File: config.mk
export PLATFORM = sky130hd
export DESIGN_NAME = iq_bit_serializer
export DESIGN_NICKNAME = d
export VERILOG_FILES = /design/src/rtl/iq_ser_pkg.sv /design/src/rtl/iq_rd_ctrl.sv /design/src/rtl/iq_shift_lane.sv /design/src/rtl/iq_pin_drive.sv /design/src/rtl/iq_bit_serializer.sv
export SDC_FILE = /design/constraint.sdc
export NUM_CORES = 1
export LEC_CHECK = 0
export CAP_MARGIN = 0
export CORE_MARGIN = 3
export CORE_UTILIZATION = 61
export CTS_BUF_LIST = sky130_fd_sc_hd__clkbuf_16
export CTS_CLUSTER_SIZE = 20
export DETAILED_ROUTE_END_ITERATION = 10
export MAX_ROUTING_LAYER = met4
export PLACE_DENSITY = 0.85
export SLEW_MARGIN = 10
export SYNTH_ARGS = -nofsm -noshare
export SYNTH_HDL_FRONTEND = slang
export SYNTH_SLANG_ARGS = --single-unit
File: constraint.sdc
create_clock -name clk -period 4.6 [get_ports clk]
set_input_delay 0.69 -clock clk [delete_from_list [all_inputs] [get_ports clk]]
set_output_delay 0.69 -clock clk [all_outputs]
set_load 0.02 [all_outputs]
File: src/rtl/iq_ser_pkg.sv
// Shared types for the I/Q bit serializer.
// Assumes: two channels only, I numbered 0 and Q numbered 1.
package iq_ser_pkg;

    typedef enum logic [1:0] {
        ST_IDLE  = 2'd0,
        ST_LOAD  = 2'd1,
        ST_SHIFT = 2'd2
    } ser_state_e;

    typedef enum logic {
        CH_I = 1'b0,
        CH_Q = 1'b1
    } chan_e;

    localparam int unsigned NUM_CH = 2;

endpackage

File: src/rtl/iq_rd_ctrl.sv
// Read controller: issues FIFO reads, tracks the bit position within a word
// and owns the I/Q channel pointer.
// Assumes: the FIFO returns data one cycle after the read enable, and
// WORD_W is a power of two.
module iq_rd_ctrl
    import iq_ser_pkg::*;
#(
    parameter int unsigned WORD_W = 32
) (
    input  logic  clk,
    input  logic  rst_n,
    input  logic  fifo_empty,
    input  logic  fifo_full,
    output logic  rd_en,
    output logic  load_stb,
    output logic  shift_stb,
    output chan_e active_ch
);

    localparam int unsigned CNT_W = $clog2(WORD_W);
    localparam int unsigned LAST  = WORD_W - 1;

    ser_state_e       state;
    logic [CNT_W-1:0] bit_cnt;
    logic             last_bit;

    // Decode the cycle in which the final bit of a word is on the pin.
    always_comb begin
        last_bit = (state == ST_SHIFT) && (bit_cnt == CNT_W'(LAST));
    end

    // Request a word when idle or on the last bit, only if data is present and the FIFO is not full.
    always_comb begin
        rd_en     = rst_n && !fifo_full && !fifo_empty &&
                    ((state == ST_IDLE) || last_bit);
        load_stb  = (state == ST_LOAD)  && !fifo_full;
        shift_stb = (state == ST_SHIFT) && !fifo_full;
    end

    // Sequence idle, load and shift; on full, drop the word and keep the channel.
    always_ff @(posedge clk) begin
        if (!rst_n) begin
            state     <= ST_IDLE;
            bit_cnt   <= '0;
            active_ch <= CH_I;
        end else begin
            case (state)
                ST_IDLE: begin
                    if (rd_en) begin
                        state <= ST_LOAD;
                    end
                end
                ST_LOAD: begin
                    bit_cnt <= '0;
                    state   <= fifo_full ? ST_IDLE : ST_SHIFT;
                end
                ST_SHIFT: begin
                    if (fifo_full) begin
                        state <= ST_IDLE;
                    end else if (last_bit) begin
                        active_ch <= (active_ch == CH_I) ? CH_Q : CH_I;
                        bit_cnt   <= '0;
                        state     <= rd_en ? ST_LOAD : ST_IDLE;
                    end else begin
                        bit_cnt <= bit_cnt + 1'b1;
                    end
                end
                default: begin
                    state <= ST_IDLE;
                end
            endcase
        end
    end

    // reset leaves the controller idle on channel I.
    a_r1_reset_idle: assert property (@(posedge clk)
        !rst_n |=> (state == ST_IDLE) && (active_ch == CH_I));

    // a read request never lasts more than one cycle.
    a_r5_single_read: assert property (@(posedge clk) disable iff (!rst_n)
        rd_en |=> !rd_en);

    // a read is always followed by the capture state.
    a_r8_load_follows_read: assert property (@(posedge clk) disable iff (!rst_n)
        rd_en |=> (state == ST_LOAD));

    // finishing a word flips the channel.
    a_r4_channel_flips: assert property (@(posedge clk) disable iff (!rst_n)
        (last_bit && !fifo_full) |=> (active_ch != $past(active_ch)));

    // full during a word drops it and leaves the channel alone.
    a_r10_abandon_keeps_channel: assert property (@(posedge clk) disable iff (!rst_n)
        ((state != ST_IDLE) && fifo_full) |=> ($stable(active_ch) && (state == ST_IDLE)));

endmodule

File: src/rtl/iq_shift_lane.sv
// One channel's shift register: captures a word on load and moves it right
// by one bit per shift strobe, presenting bit 0 as the serial bit.
// Assumes: load and shift are never asserted together by the controller.
module iq_shift_lane #(
    parameter int unsigned WORD_W = 32
) (
    input  logic              clk,
    input  logic              rst_n,
    input  logic              load,
    input  logic              shift,
    input  logic [WORD_W-1:0] din,
    output logic              bit_o
);

    logic [WORD_W-1:0] sreg;

    // Capture a fresh word or move the current one toward bit 0.
    always_ff @(posedge clk) begin
        if (!rst_n) begin
            sreg <= '0;
        end else if (load) begin
            sreg <= din;
        end else if (shift) begin
            sreg <= {1'b0, sreg[WORD_W-1:1]};
        end
    end

    // Present the lowest bit as the serial output.
    always_comb begin
        bit_o = sreg[0];
    end

    // each shift moves the word right by exactly one position.
    a_r7_shift_right: assert property (@(posedge clk) disable iff (!rst_n)
        (shift && !load) |=> (sreg == ($past(sreg) >> 1)));

endmodule

File: src/rtl/iq_pin_drive.sv
// Output pin stage: routes the active lane's bit to its own pin, keeps the
// other pin low, and forces both data pins low while the FIFO is full.
// Assumes: shift_stb is high only while a word is on the pins.
module iq_pin_drive
    import iq_ser_pkg::*;
(
    input  logic              clk,
    input  logic              rst_n,
    input  logic              shift_stb,
    input  chan_e             active_ch,
    input  logic [NUM_CH-1:0] lane_bits,
    input  logic              fifo_full,
    output logic              pin_i,
    output logic              pin_q,
    output logic              pin_ovf
);

    // Steer the active lane to its pin and blank everything on full.
    always_comb begin
        pin_i   = 1'b0;
        pin_q   = 1'b0;
        pin_ovf = fifo_full;
        if (shift_stb && !fifo_full) begin
            if (active_ch == CH_I) begin
                pin_i = lane_bits[0];
            end else begin
                pin_q = lane_bits[1];
            end
        end
    end

    // the two data pins are never high together.
    a_r3_one_pin_only: assert property (@(posedge clk) disable iff (!rst_n)
        !(pin_i && pin_q));

    // full drives the overflow pin and silences both data pins.
    a_r6_full_blanks: assert property (@(posedge clk) disable iff (!rst_n)
        fifo_full |-> (pin_ovf && !pin_i && !pin_q));

endmodule

File: src/rtl/iq_bit_serializer.sv
// Top level: splits an interleaved I/Q FIFO stream into two serial pins,
// LSB first, with a full indicator pin.
// Assumes: FIFO read latency of one cycle; words strictly alternate I then Q.
module iq_bit_serializer
    import iq_ser_pkg::*;
#(
    parameter int unsigned WORD_W = 32
) (
    input  logic              clk,
    input  logic              rst_n,
    input  logic [WORD_W-1:0] fifo_dout,
    input  logic              fifo_empty,
    input  logic              fifo_full,
    output logic              fifo_rd_en,
    output logic              pin_i,
    output logic              pin_q,
    output logic              pin_ovf
);

    logic              load_stb;
    logic              shift_stb;
    chan_e             active_ch;
    logic [NUM_CH-1:0] lane_bits;

    iq_rd_ctrl #(
        .WORD_W (WORD_W)
    ) u_ctrl (
        .clk        (clk),
        .rst_n      (rst_n),
        .fifo_empty (fifo_empty),
        .fifo_full  (fifo_full),
        .rd_en      (fifo_rd_en),
        .load_stb   (load_stb),
        .shift_stb  (shift_stb),
        .active_ch  (active_ch)
    );

    for (genvar g = 0; g < NUM_CH; g++) begin : g_lane
        iq_shift_lane #(
            .WORD_W (WORD_W)
        ) u_lane (
            .clk   (clk),
            .rst_n (rst_n),
            .load  (load_stb  && (active_ch == chan_e'(g))),
            .shift (shift_stb && (active_ch == chan_e'(g))),
            .din   (fifo_dout),
            .bit_o (lane_bits[g])
        );
    end

    iq_pin_drive u_pins (
        .clk       (clk),
        .rst_n     (rst_n),
        .shift_stb (shift_stb),
        .active_ch (active_ch),
        .lane_bits (lane_bits),
        .fifo_full (fifo_full),
        .pin_i     (pin_i),
        .pin_q     (pin_q),
        .pin_ovf   (pin_ovf)
    );

    // reads are only issued against a FIFO with data and room.
    a_r5_read_legal: assert property (@(posedge clk) disable iff (!rst_n)
        fifo_rd_en |-> (!fifo_empty && !fifo_full));

endmodule

; After elaboration in Yosys (flattened, before gate mapping)
; Index checks and enable logic that the tools add are counted.
[word_totals]
reg_bits = 72
input_bits = 36
elab_cells = 53
[op_classes]
addsub = 1
n_eq_ne = 6
mux = 18
n_bitwise = 2
n_reduce_logical = 21
[ops]
columns = operator, n
row1 = $mux W32, 4
row2 = $logic_and A1 B1 Y1, 11
row3 = $mux W5, 2
row4 = $pmux W5 S2, 1
row5 = $mux W2, 4
row6 = $mux W1, 6
row7 = $pmux W2 S3, 1
row8 = $reduce_bool A2 Y1, 3
row9 = $add A5 B1 Y5 const B, 1
row10 = $eq A5 B5 Y1 const B, 1
row11 = $reduce_and A2 Y1, 2
row12 = $ne A3 B2 Y1 const B, 1
row13 = $reduce_and A3 Y1, 1
row14 = $eq A2 B1 Y1 const B, 1
row15 = $eq A2 B2 Y1 const B, 1
row16 = $logic_not A1 Y1, 2
row17 = $logic_not A2 Y1, 1
row18 = $ne A2 B1 Y1 const B, 1
row19 = $ne A2 B2 Y1 const B, 1
row20 = $not A1 Y1, 2
row21 = $logic_or A1 B1 Y1, 1

; Logic depth before layout (Yosys ltp)
; Gate-level depths: netlist (run 1).
[logic_depth]
ltp_word = 8
mapped_depth = 6
mapped_depth_nobuf = 6

; Cells and area by module
; A second synthesis (run 1) with hierarchy kept.
[hier_totals]
cells_unflattened = 331
area_unflattened_um2 = 3932.5
[by_module_without_submodules]
columns = module, n_inst, cells_per_inst, area_per_inst_um2
row1 = iq_shift_lane, 2, 141, 1749.2
row2 = iq_rd_ctrl, 1, 42, 377.9
row3 = iq_pin_drive, 1, 3, 31.3
row4 = iq_bit_serializer, 1, 4, 25.0

; Worst setup path before layout (run 1)
; No wires, ideal clock.
[synth_timing]
path_kind = input to output
startpoint = input fifo_full
endpoint = output fifo_rd_en
t_arrival_ps = 1713
required_time_ps = 3910
path_slack_ps = 2197
cell_stages = 3
n_path_buf = 1
path_cell_list = buf_2 > nor2_1 > nor4b_1
[synth_between]
elab_chain_cells = 4
[synth_rtl]
columns = element, line
row1 = start: declaration, iq_bit_serializer.sv:13  ; input logic fifo_full,
row2 = $logic_not A1 Y1, iq_rd_ctrl.sv:34  ; rd_en = rst_n && !fifo_full && !fifo_empty &&
row3 = $logic_and A1 B1 Y1 (3 in series), iq_rd_ctrl.sv:34
row4 = end: declaration, iq_bit_serializer.sv:14  ; output logic fifo_rd_en,
; Every way passes these cells.

; Worst setup path in the final report (run 1)
[layout_timing]
startpoint = input fifo_full
endpoint = output pin_i
[layout_between]
elab_chain_cells = 4
[layout_rtl]
columns = element, line
row1 = $logic_not A1 Y1 *, "iq_rd_ctrl.sv:37, iq_pin_drive.sv:23"
row2 = $logic_and A1 B1 Y1, iq_rd_ctrl.sv:37  ; shift_stb = (state == ST_SHIFT) && !fifo_full;
row3 = $logic_and A1 B1 Y1 *, iq_pin_drive.sv:23  ; if (shift_stb && !fifo_full) begin
row4 = $mux W1 *, iq_pin_drive.sv:23
row5 = end: declaration, iq_bit_serializer.sv:15  ; output logic pin_i,
; Every way passes the cells marked *; elsewhere a longest branch is shown, timed or not.

==> results of run 1 <==
-- metal layers --
layer	vias up	wire, um
met3	14	457
met4	0	140
met1	1425	3780
met5	-	0
met2	83	3940
li1	1434	-
-- stage by stage --
| step | hold WS [ns] | power (mW) |
|---|---|---|
| 4_1_cts | 0.474 | 1.44 |
| 2_1_floorplan | 0.449 | 0.734 |
| 3_5_place_dp | 0.466 | 0.783 |
| 3_3_place_gp | 0.459 | 0.781 |
| 6_report | 0.473 | 1.44 |
| 5_1_grt | 0.501 | 1.48 |
-- synth_stat cells (all sizes together), types with 2 or more instances --
cell type,number,area share
nand2b,5,0.0085
clkbuf,23,0.024
or3b,2,0.0048
buf,17,0.043
ha,2,0.0068
nand2,3,0.0031
o21ai,19,0.026
nand3,4,0.0055
nor2,6,0.0075
a21oi,68,0.093
inv,3,0.0031
mux2i,54,0.15
dfxtp,72,0.39
nor2b,2,0.0034
a211oi,55,0.14
and3b,16,0.038
nor4b,5,0.016
-- path summary, 6_finish.rpt --
kind	from	slack [ns]	to	depth (start not counted)
worst min-delay path	u_ctrl.bit_cnt[4]$_SDFFE_PN0P_	0.47	u_ctrl.bit_cnt[4]$_SDFFE_PN0P_	2
worst max register to register	u_ctrl.state[0]$_SDFFE_PN0P_	1.72	g_lane[1].u_lane.sreg[18]$_SDFFE_PN0P_	3
worst min register to register	u_ctrl.bit_cnt[4]$_SDFFE_PN0P_	0.47	u_ctrl.bit_cnt[4]$_SDFFE_PN0P_	2
worst max-delay path	fifo_full	1.27	pin_i	5
-- cells by family (layout without fill, tap and decap cells) --
family,Yosys count,in the layout
AO/OA/AOI/OAI,149,149
flip-flops,72,72
multiplexers,54,54
AND/OR/NAND/NOR,49,49
buffers and inverters,43,67
adder cells (fa/ha/maj),2,2
XOR/XNOR,2,2
-- worst max-delay path, delay by kind of cell --
kind	cells	cell delay (ns)
buffers and inverters	3	1.23
and+or+nand+nor	2	0.72
-- state kept, by name (all words and copies together), names as in the netlist --
register            cells
g_lane.u_lane.sreg     64
u_ctrl.active_ch        1
u_ctrl.state            2
u_ctrl.bit_cnt          5
-- cell type report --
class	instances	area, um2	area share
clock buffer	9	225	0.0529
timing repair buffer	48	458	0.108
multi-input combinational	256	1970	0.464
sequential	72	1440	0.339
tap	72	90.1	0.0212
inverter	3	11.3	0.00265
clock inverter	7	55.1	0.0129
-- report_power, final --
| group | leakage (nW) | switching [mW] | internal, mW |
|---|---|---|---|
| logic | 0.554 | 0.0677 | 0.0582 |
| registers | 0.582 | 0.00915 | 0.637 |
| clock network | 0.147 | 0.258 | 0.410 |
| total | 1.28 | 0.335 | 1.10 |
==> run_results.csv, run 1 <==
group,metric,value,unit
synthesis,yosys.area_share.adder,0.00683,
synthesis,synth_top_family_by_area,"compound AO/OA/AOI/OAI gates",
final_layout,post-route-util,0.750,
synthesis,synthMuxAreaShare,0.147,
placed_design,dp_hpwl,5020,um
synthesis,syn_area,3660,um2
synthesis,ys_seq_area_frac,0.393,
sta,rsz0062_at_grt,"false",
sta,skew,0.00561,ns
synthesis,yosysWarnings,0,
clocking,cts_tree,"built",
final_layout,diodes,0,
grt,grt.total_usage,0.250,
worst_setup_path,cp.required,3.91,ns
worst_setup_path,cp_slowest_cell,"clkdlybuf4s50_1",
floorplanning,row_count,27,
synthesis,synthSimpleGateAreaFrac,0.0997,
clocking,clockBufferDepth,2,
worst_setup_path,cp_common_cell,"clkdlybuf4s50_1",
placed_design,port_buffers,39,
clocking,ctsResizeCount,0,
worst_setup_path,worstPathArrival,2.64,ns
final_layout,layout_common_cells,"dfxtp_1, a21oi_1, mux2i_1",
placed_design,post-place-ws,1.29,ns
floorplanning,start_util,0.646,
synthesis,synth_edf_count,0,
sta,final-hold-violation-count,0,
grt,grt_pass1_wl,14000,um
hold_path,hp-class,"reg -> reg",
detailed_routing,viasPerCell,6.33,
sta,fin_crit_sh,0.724,
detailed_routing,wl,8320,um
worst_setup_path,max_stage_delay,0.63,ns
detailed_routing,firstDrtPassIters,5,
final_layout,area_growth_syn_to_layout,16.1,%
grt,top_usage_layer,"met2",
final_layout,finalNonFillerCells,467,
outcome,status,"finished clean",
grt,grt_max_degree,73,
sta,setup_ws,1.27,ns
placed_design,routabilityCongestion,0.820,
sta,fmax,300,MHz
sta,setup_tns,0,ns
power_and_ir_drop,power_leakage,1.28,nW
synthesis,synth_compound_area_frac,0.273,
clocking,clockRootBuffer,"clkbuf_16",
final_layout,fin_nets,428,
final_layout,fill_cells,421,
sta,finalSetupViolations,0,
clocking,clock-sinks,72,
clocking,cts_buffers,9,
clocking,holdBufCountCts,0,
grt,grt_pass1_vias,2840,
detailed_routing,routedWlPerCell,17.8,um
grt,grt_overflow,0,
sta,layout_min_cycle_time,3.33,ns
floorplanning,core_area,5680,um2
final_layout,layout.cells.most_common,"dfxtp_1",
worst_setup_path,crit_type,"in -> out",
detailed_routing,drc_errors,0,
clocking,clock_latency,0.33,ns
grt,grt_util_met3,0.0543,
floorplanning,design.die.area,6970,um2
placed_design,place_area,3970,um2
synthesis,synth_cell_types,39,
worst_setup_path,end_kind,"output pin",
synthesis,postSynthAreaPerCell,9.88,um2
flow_run,maxCapViolCount,0,
sta,maxSlewViolCount,0,
final_layout,final_cell_area,4250,um2
detailed_routing,ant_nets,0,
worst_setup_path,crit_fanout,14,
clocking,clkSlewWorstSetupHoldPaths,0.05,ns
floorplanning,num_io_pins,40,
detailed_routing,vias,2956,
synthesis,ys.flop_type,"dfxtp_1",
synthesis,synth-xor-area-share,0.00990,
synthesis,syn_inst,371,
clocking,h-tree-depth,3,
floorplanning,die_h,83.5,um
floorplanning,die_w,83.5,um
power_and_ir_drop,power-per-cell-area,338,nW/um2
grt,grt_use_met1,0.313,
sta,slew_headroom,0.230,
power_and_ir_drop,ir_drop,0.227,mV
sta,tightestPinTransition,1.15,ns
worst_setup_path,worst_setup_path_start_kind,"primary input",
synthesis,ys_async_sr_fraction,0,
synthesis,ys_ff_latch,72,
final_layout,drive_gt1_frac,0.124,
worst_setup_path,cp_cell_sequence,"clkdlybuf4s50_1 > buf_4 > or3b_1 > nor3b_1 > clkdlybuf4s50_1",
synthesis,synth_fp_nets,409,
placed_design,numPlacedInstances,451,
detailed_routing,drt-initial-drc-count,195,
clocking,cts_setup_buffers,0,
grt,use_met2,0.392,
grt,antenna_found_initial,0,
No activity file was read; power rests on OpenSTA's default activity.
==> inputs of run 2 (changes only) <==
- CORE_UTILIZATION: 61 -> 56
- PLACE_DENSITY: 0.85 -> 0.79
- clock period: 4.6 -> 3.13 ns (I/O delays scaled with it)
==> run 2 against run 1 <==
Cell count is 1.5% higher. Critical endpoint is now fifo_rd_en. Worst setup slack worse by 0.90 ns. First-iteration DRC count is 1.0% lower. Clock skew is 0.00071 ns lower. Critical path type is now reg -> out. Wire length is 0.91% lower. Clock power is 48% higher. Largest power group unchanged. Global-route usage is 0.76 points lower. Sequential share of layout area is 0.34 points lower.
==> run_results.csv, run 2 (synthesis results as in run 1) <==
group,metric,value,unit
outcome,status,"finished clean",
clocking,ctsResizeCount,0,
sta,fmax,363,MHz
clocking,clock_latency,0.33,ns
grt,grt_max_degree,73,
detailed_routing,firstDrtPassIters,4,
flow_run,maxCapViolCount,0,
worst_setup_path,end_kind,"output pin",
detailed_routing,vias,2953,
clocking,h-tree-depth,3,
sta,final-hold-violation-count,0,
worst_setup_path,crit_type,"reg -> out",
floorplanning,start_util,0.598,
sta,layout_min_cycle_time,2.76,ns
detailed_routing,met2WireLength,4020,um
worst_setup_path,cp_common_cell,"ha_1",
clocking,clockRootBuffer,"clkbuf_16",
sta,rsz0062_at_grt,"false",
sta,fin_crit_sh,0.881,
sta,tightestPinTransition,0.863,ns
grt,grt_pass1_vias,2976,
floorplanning,die_h,86.9,um
final_layout,seq_area,1440,um2
final_layout,diodes,0,
floorplanning,core_area,6130,um2
clocking,cts_setup_buffers,0,
grt,grt_pass1_wl,14300,um
worst_setup_path,max_stage_delay,0.65,ns
clocking,cts_buffers,9,
placed_design,dp_hpwl,4940,um
power_and_ir_drop,power_leakage,1.30,nW
worst_setup_path,cp.required,2.66,ns
sta,finalSetupViolations,0,
sta,maxSlewViolCount,0,
floorplanning,num_io_pins,40,
power_and_ir_drop,power-per-cell-area,495,nW/um2
clocking,cts_tree,"built",
detailed_routing,wl,8250,um
worst_setup_path,worstPathArrival,2.29,ns
detailed_routing,met1_length,3630,um
detailed_routing,ant_nets,0,
clocking,clockBufferDepth,2,
grt,grt_overflow,0,
detailed_routing,top_layer,"met4",
sta,slew_headroom,0.425,
final_layout,fin_nets,432,
hold_path,hp-class,"reg -> reg",
final_layout,multi_input_area,1970,um2
detailed_routing,drt-initial-drc-count,193,
final_layout,area_growth_syn_to_layout,17.2,%
clocking,clkSlewWorstSetupHoldPaths,0.05,ns
clocking,clock-sinks,72,
final_layout,regMostFlops,"g_lane.u_lane.sreg",
grt,antenna_found_initial,0,
final_layout,fill_cells,470,
final_layout,reg.largest.list,"g_lane.u_lane.sreg (64), u_ctrl.bit_cnt (5), u_ctrl.state (2)",
detailed_routing,drc_errors,0,
floorplanning,die_w,86.9,um
worst_setup_path,cp_cell_sequence,"ha_1 > and3_1 > ha_1 > nor2b_1 > nor4b_1 > clkdlybuf4s50_1",
detailed_routing,wl_met3,452,um
final_layout,drive_gt1_frac,0.138,
worst_setup_path,worst_setup_path_start_kind,"flop",
detailed_routing,viasPerCell,6.23,
final_layout,layout_common_cells,"dfxtp_1, a21oi_1, mux2i_1",
worst_setup_path,cp_slowest_cell,"clkdlybuf4s50_1",
placed_design,routabilityCongestion,0.783,
final_layout,largest_register_ffs,64,
placed_design,port_buffers,39,
sta,worst_hold_slack,0.475,ns
worst_setup_path,crit_fanout,5,
floorplanning,design.die.area,7550,um2
grt,grt.total_usage,0.243,
power_and_ir_drop,power,2.13,mW
detailed_routing,routedWlPerCell,17.4,um
sta,setup_tns,0,ns
clocking,holdBufCountCts,0,
power_and_ir_drop,ir_drop,0.468,mV
floorplanning,row_count,28,
sta,skew,0.00490,ns
final_layout,layout.cells.most_common,"dfxtp_1",
-- run 2: path summary, 6_finish.rpt --
kind / from / endpoint / slack [ns] / cells after the start
setup / recovery: u_ctrl.bit_cnt[1]$_SDFFE_PN0P_ / fifo_rd_en / 0.37 / 6
hold / removal: g_lane[1].u_lane.sreg[13]$_SDFFE_PN0P_ / g_lane[1].u_lane.sreg[13]$_SDFFE_PN0P_ / 0.47 / 2
setup reg to reg: u_ctrl.bit_cnt[0]$_SDFFE_PN0P_ / u_ctrl.bit_cnt[3]$_SDFFE_PN0P_ / 1.22 / 6
hold reg to reg: g_lane[1].u_lane.sreg[13]$_SDFFE_PN0P_ / g_lane[1].u_lane.sreg[13]$_SDFFE_PN0P_ / 0.47 / 2
-- run 2: critical path: cells and delay by family (launching register included) --
kind / cells / cell delay (ns)
flops: 1 / 0.38
simple gates: 3 / 0.51
buf+inv: 1 / 0.65
fa+ha+maj: 2 / 0.42
-- run 2: area by class of cell --
| class | instances | area share |
|---|---|---|
| multi-input cells | 256 | 0.459 |
| flip-flops and latches | 72 | 0.335 |
| repair buffers | 52 | 0.114 |
| clock buffers | 9 | 0.0524 |
| well taps | 75 | 0.0218 |
| clock inverters | 7 | 0.0149 |
| inverters | 3 | 0.00262 |
-- run 2: power breakdown --
| group | internal [mW] | switching [mW] | leakage, nW |
|---|---|---|---|
| Sequential | 0.935 | 0.00900 | 0.582 |
| Combinational | 0.0877 | 0.105 | 0.574 |
| Clock | 0.609 | 0.381 | 0.144 |
| Total | 1.63 | 0.495 | 1.30 |
-- run 2: metal layers --
metal	GRT usage	up-vias
li1	-	1437
met1	0.307	1422
met2	0.383	82
met3	0.0473	12
met4	0.0935	0
met5	-	-
-- run 2: metrics by stage --
stage	cells	setup WS (ns)	cell area (um2)	util
detailed placement	458	0.400	4010	0.654
global route	474	0.142	4300	0.701
finish	474	0.373	4300	0.701
global placement	458	0.404	4010	0.654
CTS	474	0.356	4300	0.701
floorplan	371	0.960	3660	-
==> inputs of run 3 (changes only) <==
- CORE_UTILIZATION: 56 -> 58
- CTS_BUF_LIST: sky130_fd_sc_hd__clkbuf_16 -> sky130_fd_sc_hd__clkbuf_4 sky130_fd_sc_hd__clkbuf_8
- PLACE_DENSITY: 0.79 -> 0.82
- clock period: 3.13 -> 2.9 ns (I/O delays scaled with it)
==> run 3 against run 2 <==
Combinational power increased by 9%. Design area down 1.7%. Cell count is 0.84% higher. Clock power decreased by 31%. Register-to-register slack got worse by 0.28 ns. Critical path type is now in -> out. Largest power group is now sequential cells.
==> run_results.csv, run 3 (synthesis results as in run 1) <==
group,metric,value,unit
outcome,status,"finished clean",
flow_run,maxCapViolCount,0,
hold_path,hp-class,"reg -> reg",
sta,fin_crit_sh,0.944,
worst_setup_path,crit_fanout,8,
grt,grt_max_degree,73,
power_and_ir_drop,power,1.91,mW
detailed_routing,routedWlPerCell,17.4,um
floorplanning,row_count,28,
final_layout,layout.cells.most_common,"dfxtp_1",
floorplanning,num_io_pins,40,
grt,grt_use_met1,0.322,
floorplanning,design.die.area,7310,um2
worst_setup_path,cp_common_cell,"clkdlybuf4s50_1",
grt,grt_util_met3,0.0461,
detailed_routing,ant_nets,0,
final_layout,diodes,0,
clocking,clock_latency,0.34,ns
worst_setup_path,end_kind,"output pin",
detailed_routing,drt-initial-drc-count,238,
final_layout,layout_common_cells,"dfxtp_1, a21oi_1, mux2i_1",
final_layout,fill_cells,469,
sta,maxSlewViolCount,0,
sta,slew_headroom,0.414,
sta,final-hold-violation-count,0,
detailed_routing,vias,2969,
final_layout,regMostFlops,"g_lane.u_lane.sreg",
floorplanning,start_util,0.608,
sta,setup_tns,0,ns
final_layout,reg.largest.list,"g_lane.u_lane.sreg (64), u_ctrl.bit_cnt (5), u_ctrl.state (2)",
final_layout,largest_register_ffs,64,
sta,skew,0.00768,ns
clocking,h-tree-depth,3,
placed_design,dp_hpwl,5270,um
power_and_ir_drop,power-per-cell-area,452,nW/um2
clocking,clkSlewWorstSetupHoldPaths,0.08,ns
worst_setup_path,cp_cell_sequence,"clkdlybuf4s50_1 > or3b_1 > nor3b_1 > clkdlybuf4s50_1",
grt,grt.total_usage,0.246,
final_layout,multi_input_area,1970,um2
grt,use_met2,0.381,
sta,tightestPinTransition,0.878,ns
floorplanning,die_h,85.5,um
worst_setup_path,cp_top_family,"buffers and inverters",
final_layout,fin_nets,437,
worst_setup_path,cp.required,2.47,ns
worst_setup_path,worstPathArrival,2.30,ns
sta,setup_ws,0.163,ns
worst_setup_path,worst_setup_path_start_kind,"primary input",
sta,layout_min_cycle_time,2.74,ns
clocking,cts_buffers,9,
worst_setup_path,rrSetupSlack,0.94,ns
detailed_routing,viasPerCell,6.21,
clocking,cts_tree,"built",
grt,top_usage_layer,"met2",
final_layout,drive_gt1_frac,0.151,
worst_setup_path,max_stage_delay,0.65,ns
grt,grt_pass1_vias,2905,
power_and_ir_drop,ir_drop,0.305,mV
final_layout,seq_area,1440,um2
worst_setup_path,cp_num_buf_inv,2,
floorplanning,die_w,85.5,um
power_and_ir_drop,power_leakage,1.29,nW
clocking,clockRootBuffer,"clkbuf_8",
detailed_routing,wl,8320,um
final_layout,area_growth_syn_to_layout,15.2,%
grt,grt_pass1_wl,14100,um
sta,rsz0062_at_grt,"false",
clocking,clock-sinks,72,
sta,finalSetupViolations,0,
placed_design,routabilityCongestion,0.785,
placed_design,place_area,4060,um2
worst_setup_path,cp_slowest_cell,"clkdlybuf4s50_1",
floorplanning,core_area,6030,um2
placed_design,post-place-ws,0.178,ns
detailed_routing,drc_errors,0,
final_layout,final_cell_area,4220,um2
clocking,clockBufferDepth,2,
sta,fmax,365,MHz
grt,antenna_found_initial,0,
placed_design,port_buffers,39,
detailed_routing,firstDrtPassIters,4,
worst_setup_path,crit_type,"in -> out",
grt,grt_overflow,0,
## run 3: changes by cell type in the layout (fill, tap and decap cells not counted), moves of 2 or more
cell / change
buf_4: +4
clkbuf_16: -9
clkbuf_4: +2
clkbuf_8: +9
## run 3: area by class of cell
cell class,instances,share of cell area
Clock buffer,11,0.0329
Tap cell,75,0.0222
Timing Repair Buffer,57,0.128
Inverter,3,0.00267
Clock inverter,4,0.00533
Multi-Input combinational cell,256,0.467
Sequential cell,72,0.341
## run 3: what timing repair did
action	CTS	global route
setup endpoints to repair	0	1
buffers inserted	0	0
gates resized for setup	0	1
hold buffers	0	0
## run 3: path summary, 6_finish.rpt
check / from / endpoint / depth (start not counted)
min reg2reg: g_lane[0].u_lane.sreg[22]$_SDFFE_PN0P_ / g_lane[0].u_lane.sreg[22]$_SDFFE_PN0P_ / 2
max: fifo_full / pin_i / 4
min: g_lane[0].u_lane.sreg[22]$_SDFFE_PN0P_ / g_lane[0].u_lane.sreg[22]$_SDFFE_PN0P_ / 2
max reg2reg: u_ctrl.bit_cnt[0]$_SDFFE_PN0P_ / u_ctrl.bit_cnt[3]$_SDFFE_PN0P_ / 6
## run 3: tightest hold or removal path, cell delays in order (launching register included)
cell and delay [ns]:
dfxtp_1 0.31, o21ai_0 0.06, a21oi_1 0.06
## run 3: stage by stage
step	instances	utilization	hold WS, ns
2_1_floorplan	371	-	0.449
3_3_place_gp	463	0.673	0.456
3_5_place_dp	463	0.673	0.464
4_1_cts	478	0.700	0.475
5_1_grt	478	0.701	0.499
6_report	478	0.701	0.474
## run 3: power by group
part	switching, mW	total [mW]	internal [mW]
clock	0.359	0.680	0.321
sequential	0.0102	1.02	1.01
combinational	0.113	0.211	0.0975
total	0.483	1.91	1.43
## run 3: routing by layer
layer  wire length, um  vias to the layer above
met5                 0                        -
li1                  -                     1452
met4                79                        0
met3               381                        9
met1              3860                     1431
met2              4010                       77
